$ cat src/rtl/trc_pkg.sv
package trc_pkg;

    localparam int DATA_W = 12;
    localparam int CH_W   = 4;
    localparam int MC_W   = 4;
    localparam int WORD_W = 32;

    localparam int THR_LSB = 16;
    localparam int MC_LSB  = 8;
    localparam int CH_LSB  = 3;
    localparam int GE_BIT  = 2;
    localparam int IE_BIT  = 1;
    localparam int EN_BIT  = 0;

    typedef struct packed {
        logic [DATA_W-1:0] thr;
        logic [MC_W-1:0]   run_len;
        logic [CH_W-1:0]   chan;
        logic              ge_mode;
        logic              irq_en;
        logic              enable;
    } cmp_cfg_t;

    typedef struct packed {
        logic qualified;
        logic meets;
    } verdict_t;

    function automatic cmp_cfg_t unpack_cfg(input logic [WORD_W-1:0] w);
        cmp_cfg_t c;
        c.thr     = w[THR_LSB +: DATA_W];
        c.run_len = w[MC_LSB +: MC_W];
        c.chan    = w[CH_LSB +: CH_W];
        c.ge_mode = w[GE_BIT];
        c.irq_en  = w[IE_BIT];
        c.enable  = w[EN_BIT];
        return c;
    endfunction

    function automatic logic sample_meets(input logic [DATA_W-1:0] value,
                                          input logic [DATA_W-1:0] thr,
                                          input logic              ge_mode,
                                          input logic              as_signed);
        logic below;
        if (as_signed)
            below = $signed(value) < $signed(thr);
        else
            below = value < thr;
        return ge_mode ? !below : below;
    endfunction

endpackage

$ cat src/rtl/trc_cfg_reg.sv
module trc_cfg_reg
    import trc_pkg::*;
(
    input  logic              clk,
    input  logic              rst,
    input  logic              wr,
    input  logic [WORD_W-1:0] wdata,
    output cmp_cfg_t          cfg
);
    logic [WORD_W-1:0] word_q;

    always_ff @(posedge clk) begin
        if (rst)
            word_q <= '0;
        else if (wr)
            word_q <= wdata;
    end

    assign cfg = unpack_cfg(word_q);

    logic unused_word_bits;
    assign unused_word_bits = ^{word_q[WORD_W-1:THR_LSB+DATA_W],
                                word_q[THR_LSB-1:MC_LSB+MC_W],
                                word_q[MC_LSB-1:CH_LSB+CH_W]};
endmodule

$ cat src/rtl/trc_matcher.sv
module trc_matcher
    import trc_pkg::*;
(
    input  cmp_cfg_t          cfg,
    input  logic              cfg_wr,
    input  logic              fmt_signed,
    input  logic              res_load,
    input  logic [CH_W-1:0]   res_chan,
    input  logic [DATA_W-1:0] res_data,
    output verdict_t          verdict
);
    always_comb begin
        verdict.qualified = res_load && cfg.enable && !cfg_wr && (res_chan == cfg.chan);
        verdict.meets     = sample_meets(res_data, cfg.thr, cfg.ge_mode, fmt_signed);
    end
endmodule

$ cat src/rtl/trc_run_ctr.sv
module trc_run_ctr
    import trc_pkg::*;
#(
    parameter int RUN_W = MC_W
) (
    input  logic             clk,
    input  logic             rst,
    input  logic             cfg_wr,
    input  logic             enable,
    input  logic [RUN_W-1:0] run_len,
    input  verdict_t         verdict,
    input  logic             flag_clr,
    output logic             flag
);
    localparam int CNT_W = RUN_W + 1;

    logic [CNT_W-1:0] cnt, cnt_nxt, limit;
    logic             set_now;

    assign limit = {1'b0, run_len} + CNT_W'(1);

    always_comb begin
        cnt_nxt = cnt;
        set_now = 1'b0;
        if (cfg_wr || !enable) begin
            cnt_nxt = '0;
        end else if (verdict.qualified) begin
            if (verdict.meets) begin
                cnt_nxt = (cnt >= limit) ? limit : cnt + CNT_W'(1);
                set_now = (cnt_nxt == limit);
            end else begin
                cnt_nxt = '0;
            end
        end
    end

    always_ff @(posedge clk) begin
        if (rst) begin
            cnt  <= '0;
            flag <= 1'b0;
        end else begin
            cnt  <= cnt_nxt;
            flag <= set_now || (flag && !flag_clr);
        end
    end

    AST_CNT_BOUNDED: assert property (@(posedge clk) disable iff (rst)
        cnt <= limit) else $error("counter above limit");

    AST_FLAG_NEEDS_HIT: assert property (@(posedge clk) disable iff (rst)
        $rose(flag) |-> $past(verdict.qualified && verdict.meets)) else $error("flag rose without hit");

    AST_MISS_CLEARS: assert property (@(posedge clk) disable iff (rst)
        (verdict.qualified && !verdict.meets) |=> (cnt == '0)) else $error("miss kept count");

    AST_CFG_RESETS: assert property (@(posedge clk) disable iff (rst)
        (cfg_wr || !enable) |=> (cnt == '0)) else $error("count survived write");

    AST_IGNORED_STABLE: assert property (@(posedge clk) disable iff (rst)
        (!verdict.qualified && enable && !cfg_wr) |=> $stable(cnt)) else $error("unqualified sample moved count");

    AST_CLR_DROPS: assert property (@(posedge clk) disable iff (rst)
        (flag_clr && !(verdict.qualified && verdict.meets)) |=> !flag) else $error("clear ignored");
endmodule

$ cat src/rtl/thresh_run_cmp.sv
module thresh_run_cmp
    import trc_pkg::*;
(
    input  logic              clk,
    input  logic              rst,
    input  logic              cfg_wr,
    input  logic [WORD_W-1:0] cfg_wdata,
    input  logic              fmt_signed,
    input  logic              res_load,
    input  logic [CH_W-1:0]   res_chan,
    input  logic [DATA_W-1:0] res_data,
    input  logic              flag_clr,
    output logic              cmp_flag,
    output logic              cmp_irq
);
    cmp_cfg_t cfg;
    verdict_t verdict;

    trc_cfg_reg u_cfg (
        .clk   (clk),
        .rst   (rst),
        .wr    (cfg_wr),
        .wdata (cfg_wdata),
        .cfg   (cfg)
    );

    trc_matcher u_match (
        .cfg        (cfg),
        .cfg_wr     (cfg_wr),
        .fmt_signed (fmt_signed),
        .res_load   (res_load),
        .res_chan   (res_chan),
        .res_data   (res_data),
        .verdict    (verdict)
    );

    trc_run_ctr #(.RUN_W(MC_W)) u_run (
        .clk      (clk),
        .rst      (rst),
        .cfg_wr   (cfg_wr),
        .enable   (cfg.enable),
        .run_len  (cfg.run_len),
        .verdict  (verdict),
        .flag_clr (flag_clr),
        .flag     (cmp_flag)
    );

    assign cmp_irq = cmp_flag && cfg.irq_en;

    AST_IRQ_GATED: assert property (@(posedge clk) disable iff (rst)
        cmp_irq |-> cmp_flag) else $error("irq without flag");
endmodule

$ cat config.mk
export PLATFORM = sky130hd
export DESIGN_NAME = thresh_run_cmp
export DESIGN_NICKNAME = d
export VERILOG_FILES = /design/src/rtl/trc_pkg.sv /design/src/rtl/trc_cfg_reg.sv /design/src/rtl/trc_matcher.sv /design/src/rtl/trc_run_ctr.sv /design/src/rtl/thresh_run_cmp.sv
export SDC_FILE = /design/constraint.sdc
export NUM_CORES = 1
export LEC_CHECK = 0
export BUFFER_PORTS_ARGS = -buffer_cell sky130_fd_sc_hd__buf_2
export CORE_MARGIN = 2
export CORE_UTILIZATION = 35
export DETAILED_ROUTE_END_ITERATION = 8
export GPL_TIMING_DRIVEN = 0
export SYNTH_ARGS = -nofsm -noshare
export SYNTH_HDL_FRONTEND = slang
export SYNTH_HIERARCHICAL = 1
export SYNTH_SLANG_ARGS = --single-unit
$ cat constraint.sdc
create_clock -name clk -period 2.55 [get_ports clk]
set_input_delay 0.51 -clock clk [delete_from_list [all_inputs] [get_ports clk]]
set_output_delay 0.51 -clock clk [all_outputs]
set_load 0.01 [all_outputs]
==> results of run 1 <==
## cells by family after synthesis
| family | Yosys count |
|---|---|
| DFF | 29 |
| xor gates and xnor gates | 16 |
| muxes | 26 |
| AOI/OAI and AO/OA | 21 |
| and+or+nand+nor | 58 |
| adders and majority gates | 18 |
| buffers and inverters | 19 |
## state kept, by name, indices dropped and copies added (netlist names)
register,flops
u_run/cnt,5
u_run/flag,1
u_cfg/word_q,23
## cells in the final DEF (no fill, tap or decap), drive strengths merged
cell type	instances
buf	50
dfxtp	29
nor2	29
mux2i	26
ha	18
inv	14
xnor2	12
nand2	8
clkbuf	8
nand3	7
nand2b	4
xor2	4
a21oi	4
nand4	3
o21ai	3
clkinv	2
a21o	2
a31oi	2
a22o	2
o31ai	2
and2	1
nor2b	1
and3	1
a221oi	1
a211oi	1
nor4	1
or3b	1
or2	1
o41ai	1
a211o	1
o32ai	1
or3	1
a22oi	1
## worst register-to-register path, stage by stage, from the launching register on
cell and delay [ns]:
dfxtp_1 0.36, ha_1 0.24, xnor2_1 0.30, ha_1 0.32, a21o_1 0.16, a31oi_1 0.23
o21ai_2 0.23, or3_1 0.36, a31oi_1 0.15
## stage by stage
stage | hold WS (ns) | power (mW) | TNS (ns) | worst slack (ns) | cells
floorplan | 0.452 | 0.628 | 0 | 0.203 | 187
global placement | 0.476 | 0.689 | -0.236 | -0.0891 | 300
detailed placement | 0.483 | 0.692 | -0.325 | -0.119 | 300
CTS | 0.459 | 1.07 | 0 | 0.128 | 308
global route | 0.478 | 1.12 | -0.00123 | -0.00123 | 309
finish | 0.466 | 1.05 | 0 | 0.141 | 309
## metal layers
layer	share of wire, %	global-route usage, %
met5	0	0
met4	1.1	4.68
met3	3.9	3.75
met2	47	22.2
met1	48	18.7
## final cells by class
| type | count | area [sq um] | share of cell area, % |
|---|---|---|---|
| Clock inverter | 2 | 10.0 | 0.453 |
| Tap cell | 67 | 83.8 | 3.80 |
| Buffer | 5 | 58.8 | 2.66 |
| Clock buffer | 6 | 72.6 | 3.29 |
| Inverter | 14 | 52.6 | 2.38 |
| Timing Repair Buffer | 47 | 238 | 10.8 |
| Sequential cell | 29 | 581 | 26.3 |
| Multi-Input combinational cell | 139 | 1110 | 50.4 |
## worst max-delay path by stage
stage	start	endpoint	slack, ns
2_1_floorplan	res_data[2]	u_run/cnt[4]$_SDFFE_PP0P_	0.20
3_3_place_gp	res_data[2]	u_run/cnt[2]$_SDFFE_PP0P_	-0.09
3_5_place_dp	res_data[2]	u_run/cnt[2]$_SDFFE_PP0P_	-0.12
4_1_cts	u_cfg/word_q[18]$_SDFFE_PP0P_	u_run/cnt[2]$_SDFFE_PP0P_	0.13
5_1_grt	u_cfg/word_q[26]$_SDFFE_PP0P_	u_run/cnt[2]$_SDFFE_PP0P_	-0.001
6_report	u_cfg/word_q[8]$_SDFFE_PP0P_	u_run/cnt[0]$_SDFFE_PP0P_	0.14
## power by group through the flow
| stage | Clock, mW | Sequential (mW) | Combinational, mW |
|---|---|---|---|
| after floorplan | 0 | 0.495 | 0.133 |
| after global placement | 0 | 0.498 | 0.190 |
| after detailed placement | 0 | 0.499 | 0.193 |
| after CTS | 0.383 | 0.489 | 0.194 |
| after global routing | 0.406 | 0.491 | 0.221 |
| final | 0.366 | 0.489 | 0.197 |
## repair_timing
action,4_1_cts,5_1_grt
hold buffers,0,0
setup buffers,0,1
setup endpoints to repair,0,3
gates resized for setup,0,4
==> results.py, run 1 <==
metrics = {
    "outcome": {
        "status": "finished clean",
    },
    "sta": {
        "clock-skew-final_ns": 0.00676,
        "fmax_mhz": 415,
        "period_needed_ns": 2.41,
        "hold_viol_final": 0,
        "maxSlewViolCount": 0,
        "worst_pin_slew_ns": 0.864,
        "post-route-period-util_pct": 94.5,
        "slew_headroom_pct": 41.9,
        "setup-violations-final": 0,
    },
    "hold_path": {
        "holdCritPathClass": "primary input to flip-flop",
        "holdPathStages": 3,
        "hp-start": "cfg_wdata[22]",
        "whs_endpoint": "u_cfg/word_q[22]$_SDFFE_PP0P_",
    },
    "yosys": {
        "synth_compound_area_share_pct": 10.1,
        "yosysSeqAreaShare_pct": 32.7,
        "synth_top_area_cell": "dfxtp_1",
        "yosysWarnings": 6,
        "synth-edff-count": 0,
        "synth_top_family_by_area": "simple AND/OR/NAND/NOR gates",
        "synth.ff_latch_count": 29,
        "synth_commonest_cells": "dfxtp_1 (29), nor2_1 (29), mux2i_1 (26), ha_1 (18), inv_1 (14)",
        "synthAdderAreaFrac_pct": 12.7,
        "synth_nets": 259,
        "syn_avg_cell_area_sq_um": 9.50,
        "syn-cell-area_sq_um": 1780,
        "synth_area_leaders": "dfxtp_1 (33%), mux2i_1 (15%), ha_1 (13%)",
        "muxShareOfSynthArea_pct": 14.6,
        "synth_top_cell_area_share_pct": 32.7,
        "yosys.cell_types.count": 37,
        "async_flop_share_pct": 0,
        "synthSimpleGateAreaFrac_pct": 15.7,
        "synthXorXnorAreaFrac_pct": 7.89,
        "syn_inst": 187,
        "synthFlopType": "dfxtp_1",
    },
    "layout": {
        "diodes": 0,
        "finish.utilization_pct": 45.8,
        "nFillCells": 488,
        "syn2layout_area_growth_pct": 24.3,
        "final_area_sq_um": 2210,
        "nNetsFinal": 313,
        "drive_gt1_share_pct": 29.3,
    },
    "worst_setup_path": {
        "r2r-start": "u_cfg/word_q[8]$_SDFFE_PP0P_",
        "required_ns": 2.76,
        "path_delay_family": "compound AO/OA/AOI/OAI gates",
        "crit_path_start_kind": "flip-flop",
        "slowest_stage": "dfxtp_1",
        "cp_num_cells": 8,
        "worstPathArrival_ns": 2.62,
        "critPathMaxStageDelay_ns": 0.36,
        "path_class": "flip-flop to flip-flop",
        "r2r_slack_ns": 0.14,
        "cp_num_buf_inv": 0,
        "cp-end-kind": "flip-flop",
        "rr_worst_depth": 8,
        "path_max_fanout": 10,
        "cp_cell_sequence": "ha_1, xnor2_1, ha_1, a21o_1, a31oi_1, o21ai_2, or3_1, a31oi_1",
        "r2r_end": "u_run/cnt[0]$_SDFFE_PP0P_",
    },
    "clocking": {
        "tritoncts": "yes",
        "root_buffer": "clkbuf_8",
        "path_clk_slew_ns": 0.06,
        "clockBufferDepth": 2,
        "h-tree-depth": 2,
        "clock_sinks": 29,
        "cts_buffers": 5,
        "worstSkewPairLatency_ns": 0.28,
    },
    "die": {
        "ioPinCount": 56,
        "core-area_sq_um": 4820,
        "die_x_microns": 75.3,
        "fp.dieH_microns": 75.3,
        "row_count": 25,
        "start_util_pct": 36.9,
        "die_area_sq_um": 5660,
    },
    "pwr": {
        "leakage_nw": 1.01,
        "p_clk_share_pct": 34.8,
        "comb_power_share_pct": 18.7,
        "intPower_mw": 0.766,
        "powerDensity_nw_per_um2": 476,
        "ir_worst_vdd_uv": 277,
        "switching_power_mw": 0.286,
        "sw_frac_of_total_pct": 27.2,
        "seq_power_share_pct": 46.5,
    },
    "global_routing": {
        "grt_overflow": 0,
        "grt_max_degree": 11,
        "grt_pass1_wl_microns": 6000,
        "antenna_found_initial": 0,
        "track_usage_pct": 14.1,
        "grt_pass1_vias": 1312,
    },
    "run": {
        "drv_cap": 0,
    },
    "route": {
        "via_per_inst": 4.59,
        "drc_errors": 0,
        "postRouteAntennaNets": 0,
        "drt_iter0_drc": 83,
        "drt-wirelength-per-cell_microns": 12.1,
        "routed_wl_microns": 3740,
        "firstDrtPassIters": 4,
        "vias": 1417,
    },
    "place": {
        "gp_congestion": 0.814,
        "portBuffers": 46,
        "post_dp_cell_area_sq_um": 2090,
        "dpl.hpwl_microns": 2850,
    },
}
Power figures use the tool's default switching activity.
==> inputs of run 2 (changes only) <==
CORE_MARGIN = 3   (was 2)
clock period = 2.4 ns   (was 2.55 ns; I/O delays follow)
==> run 2 against run 1 <==
Maximum frequency is 7.6% higher. Clock skew is 0.0031 ns lower. Clock power increased by 43%. First-iteration DRC count is 1.2% lower. Cell area rose by 5.4%. Sequential power is 6.1% higher. Global-route usage decreased by 0.77 points.
==> results.py, run 2 (synthesized netlist as in run 1, its figures left out) <==
metrics = {
    "worst_setup_path": {
        "cp-end-kind": "flip-flop",
        "r2r_end": "u_run/cnt[2]$_SDFFE_PP0P_",
        "worstPathArrival_ns": 2.46,
        "endpoint": "u_run/cnt[2]$_SDFFE_PP0P_",
        "path_max_fanout": 4,
        "r2r-start": "u_cfg/word_q[26]$_SDFFE_PP0P_",
        "crit_path_start_kind": "flip-flop",
        "path_class": "flip-flop to flip-flop",
        "required_ns": 2.63,
        "r2r_slack_ns": 0.16,
        "startpoint": "u_cfg/word_q[26]$_SDFFE_PP0P_",
        "rr_worst_depth": 10,
    },
    "layout": {
        "top_regs": "u_cfg/word_q: 23 flops, u_run/cnt: 5 flops, u_run/flag: 1 flops",
        "syn2layout_area_growth_pct": 31.0,
        "top_register": "u_cfg/word_q",
        "final_common_cell": "buf_2",
        "diodes": 0,
        "final_area_sq_um": 2330,
        "final_cells": 311,
        "largest_reg_flops": 23,
        "nNetsFinal": 315,
        "final_cell_mix": "buf_2 (46), nor2_1 (28), dfxtp_1 (28)",
        "drive_gt1_share_pct": 32.4,
    },
    "sta": {
        "clock-skew-final_ns": 0.00371,
        "post-route-period-util_pct": 93.3,
        "worst_pin_slew_ns": 0.754,
        "rsz0062_at_grt": "true",
        "slew_headroom_pct": 49.3,
        "fmax_mhz": 447,
        "period_needed_ns": 2.24,
        "setup-violations-final": 0,
        "hold_viol_final": 0,
        "maxSlewViolCount": 0,
    },
    "clocking": {
        "cts_buffers": 5,
        "clock_sinks": 29,
        "postCtsHoldBufs": 0,
        "worstSkewPairLatency_ns": 0.28,
        "path_clk_slew_ns": 0.06,
        "h-tree-depth": 2,
        "clockBufferDepth": 2,
        "tritoncts": "yes",
        "root_buffer": "clkbuf_8",
    },
    "outcome": {
        "status": "finished clean",
    },
    "pwr": {
        "ir_worst_vdd_uv": 335,
        "leakage_nw": 1.05,
        "powerDensity_nw_per_um2": 547,
        "total_power_mw": 1.27,
    },
    "die": {
        "ioPinCount": 56,
        "die_area_sq_um": 5970,
        "core-area_sq_um": 4820,
        "row_count": 25,
        "die_x_microns": 77.3,
        "fp.dieH_microns": 77.3,
        "start_util_pct": 36.9,
    },
    "route": {
        "via_per_inst": 4.73,
        "drt_iter0_drc": 82,
        "firstDrtPassIters": 6,
        "vias": 1471,
        "routed_wl_microns": 3830,
        "drc_errors": 0,
        "drt-wirelength-per-cell_microns": 12.3,
        "postRouteAntennaNets": 0,
    },
    "place": {
        "gp_congestion": 0.791,
        "post_dp_cell_area_sq_um": 2090,
        "portBuffers": 46,
        "placed_cells": 300,
        "dpl.hpwl_microns": 2870,
    },
    "global_routing": {
        "track_usage_pct": 13.3,
        "antenna_found_initial": 0,
        "grt_overflow": 0,
        "grt_max_degree": 11,
        "grt_pass1_vias": 1420,
        "grt_pass1_wl_microns": 6290,
    },
    "hold_path": {
        "holdCritPathClass": "primary input to flip-flop",
    },
    "run": {
        "drv_cap": 0,
    },
}
run 2: cell count changes in the layout (fill, tap and decap cells not counted), moves of 2 or more:
cell	change
ha_1	-2
ha_4	+2
buf_4	+2
clkinv_2	-2
run 2: repair_timing:
| action | CTS | global route |
|---|---|---|
| gates resized for setup | 0 | 13 |
| setup endpoints to repair | 0 | 5 |
| hold endpoints to repair | 0 | 0 |
| buffers inserted | 0 | 3 |
run 2: power by group:
group	total, mW	internal (mW)	leakage, nW	switching (mW)
combinational	0.230	0.122	0.751	0.108
sequential	0.519	0.505	0.239	0.0148
clock	0.523	0.338	0.0585	0.185
total	1.27	0.965	1.05	0.307
run 2: metrics by stage:
step / setup slack [ns] / util (%) / hold slack (ns) / TNS (ns)
finish: 0.161 / 48.3 / 0.434 / 0
detailed placement: -0.213 / 43.4 / 0.481 / -0.630
global placement: -0.220 / 43.4 / 0.473 / -0.665
global route: -0.0261 / 48.3 / 0.441 / -0.0313
floorplan: 0.0832 / - / 0.452 / 0
CTS: 0.0157 / 45.8 / 0.430 / 0
run 2: worst min-delay path by stage:
stage | cells past startpoint | slack (ns) | start | end
6_report | 3 | 0.43 | cfg_wdata[19] | u_cfg/word_q[19]$_SDFFE_PP0P_
5_1_grt | 3 | 0.44 | cfg_wdata[17] | u_cfg/word_q[17]$_SDFFE_PP0P_
4_1_cts | 3 | 0.43 | cfg_wdata[19] | u_cfg/word_q[19]$_SDFFE_PP0P_
3_5_place_dp | 2 | 0.48 | u_cfg/word_q[26]$_SDFFE_PP0P_ | u_cfg/word_q[26]$_SDFFE_PP0P_
3_3_place_gp | 2 | 0.47 | u_cfg/word_q[27]$_SDFFE_PP0P_ | u_cfg/word_q[27]$_SDFFE_PP0P_
2_1_floorplan | 2 | 0.45 | u_cfg/word_q[1]$_SDFFE_PP0P_ | u_cfg/word_q[1]$_SDFFE_PP0P_
run 2: metal layers:
metal / routed length [microns] / track usage, %
met1: 1760 / 16.8
met2: 1840 / 20.9
met3: 171 / 4.23
met4: 52 / 5.34
met5: 0 / 0
run 2: layout make-up:
cell class / instances / area [sq um]
Tap cell: 67 / 83.8
Multi-Input combinational cell: 139 / 1180
Timing Repair Buffer: 49 / 253
Clock inverter: 1 / 30.0
Inverter: 14 / 52.6
Fill cell: 468 / 2490
Sequential cell: 29 / 582
Clock buffer: 7 / 86.3
Buffer: 5 / 58.8
run 2: worst max-delay path, cell delays in order (launching register included):
cell and delay (ns):
dfxtp_1 0.32, inv_1 0.06, ha_4 0.28, nand4_1 0.14, buf_4 0.17, o31ai_2 0.26, xnor2_1 0.17, nand2_1 0.11
or2_4 0.33, o32ai_2 0.20, a22o_1 0.15
==> inputs of run 3 (changes only) <==
BUFFER_PORTS_ARGS = -buffer_cell sky130_fd_sc_hd__buf_4   (was -buffer_cell sky130_fd_sc_hd__buf_2)
SYNTH_HIERARCHICAL = default   (was 1)
==> run 3 against run 2 <==
Routed wire length is 5.6% lower. Cell count is 2.3% lower. Critical endpoint is now u_run.cnt[1]$_SDFFE_PP0P_. Synthesized cell count is 2.1% lower. First-iteration DRC count is 39% lower.
==> results.py, run 3 <==
metrics = {
    "hold_path": {
        "whs_endpoint": "u_cfg.word_q[17]$_SDFFE_PP0P_",
        "hp-start": "cfg_wdata[17]",
        "holdCritPathClass": "primary input to flip-flop",
        "holdPathStages": 3,
    },
    "yosys": {
        "synth_top_area_cell": "dfxtp_1",
        "synthAdderAreaFrac_pct": 13.2,
        "synth.ff_latch_count": 29,
        "synth_commonest_cells": "dfxtp_1 (29), nor2_1 (27), mux2i_1 (25), ha_1 (18), inv_1 (14)",
        "async_flop_share_pct": 0,
        "synth_area_leaders": "dfxtp_1 (34%), mux2i_1 (15%), ha_1 (13%)",
        "muxShareOfSynthArea_pct": 15.3,
        "synth-edff-count": 0,
        "yosysMostFrequentCell": "dfxtp_1",
        "yosysSeqAreaShare_pct": 34.0,
        "synthFlopType": "dfxtp_1",
        "syn_inst": 183,
        "syn_avg_cell_area_sq_um": 9.34,
        "synth_compound_area_share_pct": 10.5,
        "yosys.cell_types.count": 30,
        "synth_top_family_by_area": "multiplexers",
        "synthSimpleGateAreaFrac_pct": 14.9,
        "syn-cell-area_sq_um": 1710,
        "synth_top_cell_area_share_pct": 34.0,
        "synth_nets": 255,
        "synthXorXnorAreaFrac_pct": 7.69,
        "yosysWarnings": 0,
    },
    "worst_setup_path": {
        "path_class": "flip-flop to flip-flop",
        "path_max_fanout": 5,
        "r2r-start": "u_cfg.word_q[8]$_SDFFE_PP0P_",
        "rr_worst_depth": 7,
        "worstPathArrival_ns": 2.37,
        "required_ns": 2.56,
        "crit_path_start_kind": "flip-flop",
        "r2r_slack_ns": 0.19,
        "cp-end-kind": "flip-flop",
        "r2r_end": "u_run.cnt[1]$_SDFFE_PP0P_",
    },
    "global_routing": {
        "grt_pass1_wl_microns": 6110,
        "antenna_found_initial": 0,
        "grt_pass1_vias": 1399,
        "grt_max_degree": 11,
        "grt_overflow": 0,
        "track_usage_pct": 14.1,
    },
    "pwr": {
        "seq_power_share_pct": 46.2,
        "intPower_mw": 0.834,
        "leakage_nw": 1.01,
        "p_clk_share_pct": 33.3,
        "switching_power_mw": 0.289,
        "sw_frac_of_total_pct": 25.8,
        "ir_worst_vdd_uv": 259,
        "comb_power_share_pct": 20.5,
        "powerDensity_nw_per_um2": 501,
    },
    "route": {
        "postRouteAntennaNets": 0,
        "firstDrtPassIters": 4,
        "vias": 1399,
        "drc_errors": 0,
        "drt_iter0_drc": 50,
        "routed_wl_microns": 3610,
        "drt-wirelength-per-cell_microns": 11.9,
        "via_per_inst": 4.60,
    },
    "sta": {
        "maxSlewViolCount": 0,
        "post-route-period-util_pct": 92.1,
        "period_needed_ns": 2.21,
        "clock-skew-final_ns": 0.00696,
        "setup-violations-final": 0,
        "worst_pin_slew_ns": 0.762,
        "slew_headroom_pct": 49.2,
        "hold_viol_final": 0,
        "worst_slack_ns": 0.191,
        "rsz0062_at_grt": "false",
        "final.setup.tns_ns": 0,
        "fmax_mhz": 453,
    },
    "die": {
        "core-area_sq_um": 4530,
        "row_count": 24,
        "start_util_pct": 37.7,
        "ioPinCount": 56,
        "die_area_sq_um": 5760,
        "die_x_microns": 75.9,
        "fp.dieH_microns": 75.9,
    },
    "place": {
        "portBuffers": 44,
        "gp_congestion": 0.802,
        "dpl.hpwl_microns": 2840,
        "post_dp_cell_area_sq_um": 2120,
        "pre_cts_slack_ns": -0.143,
    },
    "layout": {
        "top_regs": "u_cfg.word_q: 23 flops, u_run.cnt: 5 flops, u_run.flag: 1 flops",
        "drive_gt1_share_pct": 25.9,
        "nNetsFinal": 310,
        "largest_reg_flops": 23,
        "final_common_cell": "buf_4",
        "syn2layout_area_growth_pct": 31.2,
        "diodes": 0,
        "final_cell_mix": "buf_4 (48), dfxtp_1 (29), nor2_1 (27)",
        "final_area_sq_um": 2240,
        "top_register": "u_cfg.word_q",
    },
    "clocking": {
        "clock_sinks": 29,
        "cts_buffers": 5,
        "root_buffer": "clkbuf_8",
        "tritoncts": "yes",
        "worstSkewPairLatency_ns": 0.28,
        "path_clk_slew_ns": 0.06,
        "postCtsHoldBufs": 0,
        "h-tree-depth": 2,
        "clockBufferDepth": 2,
    },
    "run": {
        "drv_cap": 0,
    },
    "outcome": {
        "status": "finished clean",
    },
}
[run 3: worst max-delay path by stage]
stage          cells past startpoint                        end  slack (ns)                    startpoint
6_report                           7  u_run.cnt[1]$_SDFFE_PP0P_        0.19  u_cfg.word_q[8]$_SDFFE_PP0P_
5_1_grt                            7  u_run.cnt[1]$_SDFFE_PP0P_        0.04  u_cfg.word_q[8]$_SDFFE_PP0P_
4_1_cts                            7  u_run.cnt[1]$_SDFFE_PP0P_        0.04  u_cfg.word_q[8]$_SDFFE_PP0P_
3_5_place_dp                       7  u_run.cnt[1]$_SDFFE_PP0P_       -0.14  u_cfg.word_q[8]$_SDFFE_PP0P_
3_3_place_gp                       7  u_run.cnt[1]$_SDFFE_PP0P_       -0.16  u_cfg.word_q[8]$_SDFFE_PP0P_
2_1_floorplan                      7  u_run.cnt[1]$_SDFFE_PP0P_        0.16  u_cfg.word_q[8]$_SDFFE_PP0P_
[run 3: area by class of cell]
cell class                      instances  area [sq um]
Sequential cell                        29           581
Buffer                                  6          22.5
Fill cell                             460          2290
Multi-Input combinational cell        134          1060
Clock buffer                            6          72.6
Clock inverter                          2          10.0
Timing Repair Buffer                   48           360
Inverter                               14          52.6
Tap cell                               65          81.3
[run 3: kinds of logic (layout without fill, tap and decap cells)]
family,after synthesis,count (layout)
adder cells (fa/ha/maj),18,18
AO/OA/AOI/OAI,22,22
multiplexers,26,26
AND/OR/NAND/NOR,53,53
XOR/XNOR,15,15
flip-flops,29,29
buffers and inverters,20,76
[run 3: worst max-delay path: stages (launching register included)]
cell	delay, ns
dfxtp_1	0.42
ha_1	0.22
nand3_1	0.14
ha_1	0.33
nand2_1	0.09
o31ai_4	0.34
mux2_2	0.37
a22o_1	0.19
[run 3: metal layers]
metal	global-route usage [%]	wire length, microns	up-vias
met4	5.63	65	0
met1	18.4	1780	615
met2	21.9	1570	34
met5	0	0	-
li1	-	-	743
met3	3.83	199	7
[run 3: timing repair]
action                     CTS  global route
gates cloned                 0             0
pin swaps                    0             1
setup endpoints to repair    1             1
resized for setup            1             0
buffers inserted             0             4
[run 3: power by group through the flow]
stage	clock network (mW)	registers, mW	logic, mW
floorplan	0	0.526	0.140
global placement	0	0.530	0.219
detailed placement	0	0.530	0.221
CTS	0.391	0.519	0.225
global route	0.413	0.522	0.262
finish	0.374	0.519	0.230
[run 3: per-stage QoR]
| stage | hold WS (ns) | power (mW) | std cells | util [%] |
|---|---|---|---|---|
| floorplan | 0.452 | 0.667 | 183 | - |
| global placement | 0.474 | 0.749 | 292 | 46.8 |
| detailed placement | 0.480 | 0.751 | 292 | 46.8 |
| CTS | 0.431 | 1.14 | 300 | 48.8 |
| global route | 0.431 | 1.20 | 304 | 49.4 |
| finish | 0.438 | 1.12 | 304 | 49.4 |
